[src/rtl/ikx_pkg.sv]
package ikx_pkg;
    parameter int unsigned SK_WORD_W  = 16;
    parameter int unsigned SK_KEY_W   = 128;
    parameter int unsigned SK_ROT     = 25;
    parameter int unsigned SK_COUNT   = 52;
    parameter int unsigned SK_IDX_W   = 6;

    localparam int unsigned SK_KEY_WORDS = SK_KEY_W / SK_WORD_W;
    localparam int unsigned SK_LANE_W    = $clog2(SK_KEY_WORDS);
    localparam int unsigned SK_SHL       = SK_ROT % SK_WORD_W;
    localparam int unsigned SK_SHR       = SK_WORD_W - SK_SHL;
    localparam int unsigned SK_RUN_CYC   = SK_COUNT - SK_KEY_WORDS + 1;

    typedef enum logic [1:0] {
        ST_IDLE = 2'd0,
        ST_LOAD = 2'd1,
        ST_GEN  = 2'd2,
        ST_DONE = 2'd3
    } ikx_state_e;
endpackage

[src/rtl/ikx_ctrl.sv]
module ikx_ctrl
    import ikx_pkg::*;
#(
    parameter int unsigned KEY_W = SK_KEY_W,
    parameter int unsigned IDX_W = SK_IDX_W,
    parameter int unsigned COUNT = SK_COUNT,
    parameter int unsigned WORDS = SK_KEY_WORDS
) (
    input  logic             clk,
    input  logic             rst_n,
    input  logic             start_i,
    input  logic [KEY_W-1:0] key_i,
    output logic             busy_o,
    output logic             done_o,
    output logic             load_o,
    output logic [KEY_W-1:0] load_key_o,
    output logic             wr_en_o,
    output logic [IDX_W-1:0] wr_idx_o
);
    localparam logic [IDX_W-1:0] FIRST_GEN = IDX_W'(WORDS);
    localparam logic [IDX_W-1:0] LAST_GEN  = IDX_W'(COUNT - 1);

    typedef struct packed {
        ikx_state_e       st;
        logic [IDX_W-1:0] idx;
        logic [KEY_W-1:0] key;
    } ctl_t;

    ctl_t ctl_d, ctl_q;

    always_comb begin
        ctl_d = ctl_q;
        case (ctl_q.st)
            ST_IDLE, ST_DONE: begin
                if (start_i) begin
                    ctl_d.st  = ST_LOAD;
                    ctl_d.key = key_i;
                end
            end
            ST_LOAD: begin
                ctl_d.st  = ST_GEN;
                ctl_d.idx = FIRST_GEN;
            end
            ST_GEN: begin
                if (ctl_q.idx == LAST_GEN) begin
                    ctl_d.st = ST_DONE;
                end else begin
                    ctl_d.idx = ctl_q.idx + IDX_W'(1);
                end
            end
            default: ctl_d.st = ST_IDLE;
        endcase
    end

    always_ff @(posedge clk or negedge rst_n) begin
        if (!rst_n) begin
            ctl_q <= '{st: ST_IDLE, idx: '0, key: '0};
        end else begin
            ctl_q <= ctl_d;
        end
    end

    assign busy_o     = (ctl_q.st == ST_LOAD) || (ctl_q.st == ST_GEN);
    assign done_o     = (ctl_q.st == ST_DONE);
    assign load_o     = (ctl_q.st == ST_LOAD);
    assign load_key_o = ctl_q.key;
    assign wr_en_o    = (ctl_q.st == ST_GEN);
    assign wr_idx_o   = ctl_q.idx;
endmodule

[src/rtl/ikx_mix.sv]
module ikx_mix
    import ikx_pkg::*;
#(
    parameter int unsigned WORD_W = SK_WORD_W,
    parameter int unsigned IDX_W  = SK_IDX_W,
    parameter int unsigned LANE_W = SK_LANE_W,
    parameter int unsigned SHL    = SK_SHL,
    parameter int unsigned SHR    = SK_SHR
) (
    input  logic [IDX_W-1:0]  idx_i,
    output logic [IDX_W-1:0]  src_a_o,
    output logic [IDX_W-1:0]  src_b_o,
    input  logic [WORD_W-1:0] word_a_i,
    input  logic [WORD_W-1:0] word_b_i,
    output logic [WORD_W-1:0] word_o
);
    localparam int unsigned GRP_W = IDX_W - LANE_W;

    logic [LANE_W-1:0] lane, lane_a, lane_b;
    logic [GRP_W-1:0]  grp_prev;

    always_comb begin
        lane     = idx_i[LANE_W-1:0];
        lane_a   = lane + LANE_W'(1);
        lane_b   = lane + LANE_W'(2);
        grp_prev = idx_i[IDX_W-1:LANE_W] - GRP_W'(1);
        src_a_o  = {grp_prev, lane_a};
        src_b_o  = {grp_prev, lane_b};
        word_o   = (word_a_i << SHL) | (word_b_i >> SHR);
    end
endmodule

[src/rtl/ikx_store.sv]
module ikx_store
    import ikx_pkg::*;
#(
    parameter int unsigned WORD_W = SK_WORD_W,
    parameter int unsigned KEY_W  = SK_KEY_W,
    parameter int unsigned IDX_W  = SK_IDX_W,
    parameter int unsigned COUNT  = SK_COUNT,
    parameter int unsigned WORDS  = SK_KEY_WORDS
) (
    input  logic              clk,
    input  logic              rst_n,
    input  logic              load_i,
    input  logic [KEY_W-1:0]  load_key_i,
    input  logic              wr_en_i,
    input  logic [IDX_W-1:0]  wr_idx_i,
    input  logic [WORD_W-1:0] wr_data_i,
    input  logic [IDX_W-1:0]  ra_idx_i,
    output logic [WORD_W-1:0] ra_data_o,
    input  logic [IDX_W-1:0]  rb_idx_i,
    output logic [WORD_W-1:0] rb_data_o,
    input  logic [IDX_W-1:0]  rh_idx_i,
    output logic [WORD_W-1:0] rh_data_o
);
    logic [WORD_W-1:0] mem_d [COUNT];
    logic [WORD_W-1:0] mem_q [COUNT];

    function automatic logic [WORD_W-1:0] fetch(input logic [IDX_W-1:0] ix,
                                                input logic [WORD_W-1:0] tbl [COUNT]);
        logic [WORD_W-1:0] val;
        val = '0;
        for (int e = 0; e < int'(COUNT); e++) begin
            if (ix == IDX_W'(e)) val = tbl[e];
        end
        return val;
    endfunction

    always_comb begin
        for (int e = 0; e < int'(COUNT); e++) mem_d[e] = mem_q[e];
        if (load_i) begin
            for (int w = 0; w < int'(WORDS); w++) begin
                mem_d[w] = load_key_i[KEY_W-1-w*WORD_W -: WORD_W];
            end
        end
        if (wr_en_i) begin
            for (int e = 0; e < int'(COUNT); e++) begin
                if (wr_idx_i == IDX_W'(e)) mem_d[e] = wr_data_i;
            end
        end
    end

    always_ff @(posedge clk or negedge rst_n) begin
        if (!rst_n) begin
            for (int e = 0; e < int'(COUNT); e++) mem_q[e] <= '0;
        end else begin
            for (int e = 0; e < int'(COUNT); e++) mem_q[e] <= mem_d[e];
        end
    end

    assign ra_data_o = fetch(ra_idx_i, mem_q);
    assign rb_data_o = fetch(rb_idx_i, mem_q);
    assign rh_data_o = fetch(rh_idx_i, mem_q);
endmodule

[src/rtl/idea_key_expander.sv]
module idea_key_expander
    import ikx_pkg::*;
#(
    parameter int unsigned WORD_W = SK_WORD_W,
    parameter int unsigned KEY_W  = SK_KEY_W,
    parameter int unsigned IDX_W  = SK_IDX_W
) (
    input  logic              clk,
    input  logic              rst_n,
    input  logic              start,
    input  logic [KEY_W-1:0]  key,
    output logic              busy,
    output logic              done,
    input  logic [IDX_W-1:0]  rd_idx,
    output logic [WORD_W-1:0] rd_data
);
    logic              load_w, wr_en_w;
    logic [KEY_W-1:0]  load_key_w;
    logic [IDX_W-1:0]  wr_idx_w, src_a_w, src_b_w;
    logic [WORD_W-1:0] word_a_w, word_b_w, new_word_w;

    ikx_ctrl #(.KEY_W(KEY_W), .IDX_W(IDX_W)) u_ctrl (
        .clk(clk), .rst_n(rst_n), .start_i(start), .key_i(key),
        .busy_o(busy), .done_o(done), .load_o(load_w), .load_key_o(load_key_w),
        .wr_en_o(wr_en_w), .wr_idx_o(wr_idx_w)
    );

    ikx_mix #(.WORD_W(WORD_W), .IDX_W(IDX_W)) u_mix (
        .idx_i(wr_idx_w), .src_a_o(src_a_w), .src_b_o(src_b_w),
        .word_a_i(word_a_w), .word_b_i(word_b_w), .word_o(new_word_w)
    );

    ikx_store #(.WORD_W(WORD_W), .KEY_W(KEY_W), .IDX_W(IDX_W)) u_store (
        .clk(clk), .rst_n(rst_n), .load_i(load_w), .load_key_i(load_key_w),
        .wr_en_i(wr_en_w), .wr_idx_i(wr_idx_w), .wr_data_i(new_word_w),
        .ra_idx_i(src_a_w), .ra_data_o(word_a_w),
        .rb_idx_i(src_b_w), .rb_data_o(word_b_w),
        .rh_idx_i(rd_idx), .rh_data_o(rd_data)
    );
endmodule

[config.mk]
export PLATFORM = sky130hd
export DESIGN_NAME = idea_key_expander
export DESIGN_NICKNAME = d
export VERILOG_FILES = /design/src/rtl/ikx_pkg.sv /design/src/rtl/ikx_ctrl.sv /design/src/rtl/ikx_mix.sv /design/src/rtl/ikx_store.sv /design/src/rtl/idea_key_expander.sv
export SDC_FILE = /design/constraint.sdc
export NUM_CORES = 2
export LEC_CHECK = 0
export ABC_AREA = 1
export ABC_CLOCK_PERIOD_IN_PS = 8600
export BUFFER_PORTS_ARGS = -buffer_cell sky130_fd_sc_hd__buf_2
export CAP_MARGIN = 20
export CORE_MARGIN = 4
export CORE_UTILIZATION = 45
export CTS_CLUSTER_SIZE = 8
export DETAILED_ROUTE_END_ITERATION = 7
export SLEW_MARGIN = 20
export SYNTH_ARGS = -nofsm -noshare
export SYNTH_HDL_FRONTEND = slang
export SYNTH_SLANG_ARGS = --single-unit
[constraint.sdc]
create_clock -name clk -period 8.6 [get_ports clk]
set_clock_uncertainty 0.05 [all_clocks]
set_input_delay 0.43 -clock clk [delete_from_list [all_inputs] [get_ports clk]]
set_output_delay 0.43 -clock clk [all_outputs]
set_load 0.02 [all_outputs]
==> impl_results.md <==
- Slew Viols, Final: 0
- Layout cell share with drive strength beyond 1: 9.92%
- Number of synthesized register bits: 968
- Total routed wirelength: 211,000 um
- Worst r2r path cells: 56
- # fillers: 11.6k
- Row Count: 126
- Most common cell after layout, fill and taps aside: nand2_1
- Slowest-stage cell, CP: a2111oi_0
- Max cap viols: 0
- Sequential standard cell area: 24,200 um2
- Starting DRT DRC Count: 6,254
- Worst EP arrival: 7.35 ns
- Via density: 5.65
- Vias in the first global route: 50.0k
- First-pass detailed-route iteration total: 7
- Dominant synthesized flop cell: dfrtp_1
- WHS Endpoint: u_ctrl.ctl_q[134]$_DFFE_PN0P_
- Final Net Count: 7,887
- Most used routing layer: met2
- P_leak: 29.4 nW
- Clock Latency Late Sink: 0.79 ns
- Boundary pin count: 155
- First-pass GRT wire length: 320,000 um
- Pin count of the biggest net entering global routing: 155
- Fin Setup TNS: 0 ns
- Slew HR: 26.5%
- Met1 usage in global routing: 47.9%
- Met3 GRT Util: 5.81%
- Min-delay src: start
- Die span in x: 352 um
- DRC viols: 0
- Core Util, Final: 51.9%
- Post-synth EDFFs: 0
- Pwr/cell area: 379 nW/um2
- Clock H-tree levels: 4
- Max Fclk: 0.128 GHz
- Root buffer cell: clkbuf_16
- Syn nets: 7,620
- Post-CTS Setup Repair Bufs: 0
- Met2 usage: 51.0%
- Multi-input gate area: 25,000 um2
- Library cells used by synthesis: 49
- Fin. Hold Viols: 0
- HP Class: in2reg
- Drt wl/cell: 22.7 um
- Die height: 352 um
- WHS: 0.0670 ns
- Tcrit/Tclk final: 91.1%
- GP Congestion: 0.948
- Post-Syn Area per Cell: 7.14 um2
- Ys Warns: 0
- Critical path class: in2out
- CP startpoint kind: primary input
- RSZ-0062 raised after global routing: false
- Syn Inst Count: 7,470
- CTS tree: yes
- Hold depth: 3
- CP bufs+invs: 4
- Crit-path leading delay family: simple AND/OR/NAND/NOR gates
- Clock Path Buffers: 3
- Critical Path Fanout Max: 14
- CTS buffer count: 140
- Antenna violations before repair: 9
- Clock Sink Count: 968
- Buffers on Ports: 154
- Die ar.: 124,000 um2
- Clk slew on worst S/H paths: 0.05 ns
- Worst R2R End: u_store.mem_q[518]$_DFFE_PN0P_
- Layout Area Growth over Synthesis: 14.8%
- Worst Tran Pin Value: 1.10 ns
- Final HPWL DP: 149,000 um
- Most frequent cells in the layout: nand2_1, dfrtp_1, nor2_1
- Worst reg-to-reg setup slack: 1.10 ns
- R2R Path Start: u_ctrl.wr_idx_o[2]$_DFFE_PN0P_
- Hold_buf cts: 129
- CP max stage delay: 0.61 ns
- Setup violators final: 0
- Vias: 52.6k
- Worst vdd ir: 0.800 mV
- Status: finished clean
- Synth Cell Area: 53,300 um2
- Number of routed nets with antenna violations: 0
- Initial Util: 45.2%
- CP Data Required Time: 8.12 ns
- Register area share after synthesis: 45.4%
- Core Box Area: 118,000 um2
- Overflow after GRT: 0
- Gr usage total: 33.3%
- Cts repair resizes: 0
- CP endpoint kind: primary output
- Async SR Flop Fraction: 100%
- Tmin final: 7.83 ns
[per-layer routing]
| metal | share of wire (%) | vias to the layer above |
|---|---|---|
| met5 | 0.013 | - |
| li1 | - | 24504 |
| met3 | 8.3 | 391 |
| met4 | 3.5 | 4 |
| met1 | 44 | 25181 |
| met2 | 44 | 2478 |
[flip-flops by register name, indices dropped and copies added, names as in the netlist]
signal,cells
u_ctrl.ctl_q,2
u_ctrl.load_key_o,128
u_ctrl.wr_idx_o,6
u_store.mem_q,832
[metrics by stage]
step / cell area, um2 / setup WS, ns / power [W] / std cells
finish: 61200 / 0.767 / 0.0232 / 9301
global route: 61200 / 0.144 / 0.0244 / 9295
CTS: 61200 / 1.02 / 0.0230 / 9295
detailed placement: 56100 / 1.05 / 0.0178 / 9002
global placement: 56000 / 1.08 / 0.0177 / 9001
floorplan: 53300 / 3.81 / 0.0129 / 7470
[synthesized netlist by cell type (19+ instances only)]
master,count,area (um2)
a21oi_1,337,1690
o211ai_1,21,158
o22ai_1,34,213
o21ai_1,112,561
a211oi_1,20,150
o21ai_0,551,2760
nor2_1,703,2640
buf_1,34,128
nand3_1,347,1740
a31oi_1,151,945
dfrtp_1,968,24200
buf_2,93,465
nand4_1,138,863
clkbuf_1,210,788
nor3_1,21,105
clkinv_1,19,71.3
o2111ai_1,32,280
inv_1,652,2450
or2_2,59,369
mux2_2,128,1440
nand2_1,2710,10200
[logic make-up (layout without fill, tap and decap cells)]
family                   after synthesis  in the layout  share of synthesized area [%]
multiplexers                         133            133                           2.80
flip-flops                           968            968                           45.4
AND/OR/NAND/NOR                     4026           4026                           30.5
other                                  0              6                              0
AO/OA/AOI/OAI                       1284           1284                           13.1
buffers and inverters               1046           1335                           7.88
adder cells (fa/ha/maj)               13             13                          0.305
[power by group]
| part | internal (W) | total [W] | switching, W |
|---|---|---|---|
| sequential | 0.00545 | 0.00617 | 0.000724 |
| combinational | 0.00290 | 0.0119 | 0.00902 |
| clock | 0.00294 | 0.00510 | 0.00216 |
| total | 0.0113 | 0.0232 | 0.0119 |
[how the worst max path moves through the flow]
| stage | startpoint | end | slack [ns] | cells after the start |
|---|---|---|---|---|
| final | rd_idx[5] | rd_data[5] | 0.77 | 28 |
| after CTS | rd_idx[5] | rd_data[5] | 1.02 | 28 |
| after global routing | rd_idx[5] | rd_data[5] | 0.14 | 28 |
| after floorplan | u_ctrl.wr_idx_o[4]$_DFFE_PN0P_ | u_store.mem_q[184]$_DFFE_PN0P_ | 3.81 | 62 |
| after detailed placement | rd_idx[5] | rd_data[5] | 1.05 | 28 |
| after global placement | rd_idx[5] | rd_data[8] | 1.08 | 37 |
[area by class of cell]
class,instances,area share [%]
inverters,683,4.19
diodes,6,0.0245
clock buffers,148,5.81
clock inverters,16,0.468
repair buffers,488,6.01
well taps,1536,3.14
multi-input cells,5456,40.8
flip-flops and latches,968,39.6
[worst min-delay path, cell delays in order]
cell and delay, ns:
buf_2 0.12, o21ai_0 0.14, o21ai_0 0.16
Power figures use the tool's default switching activity.
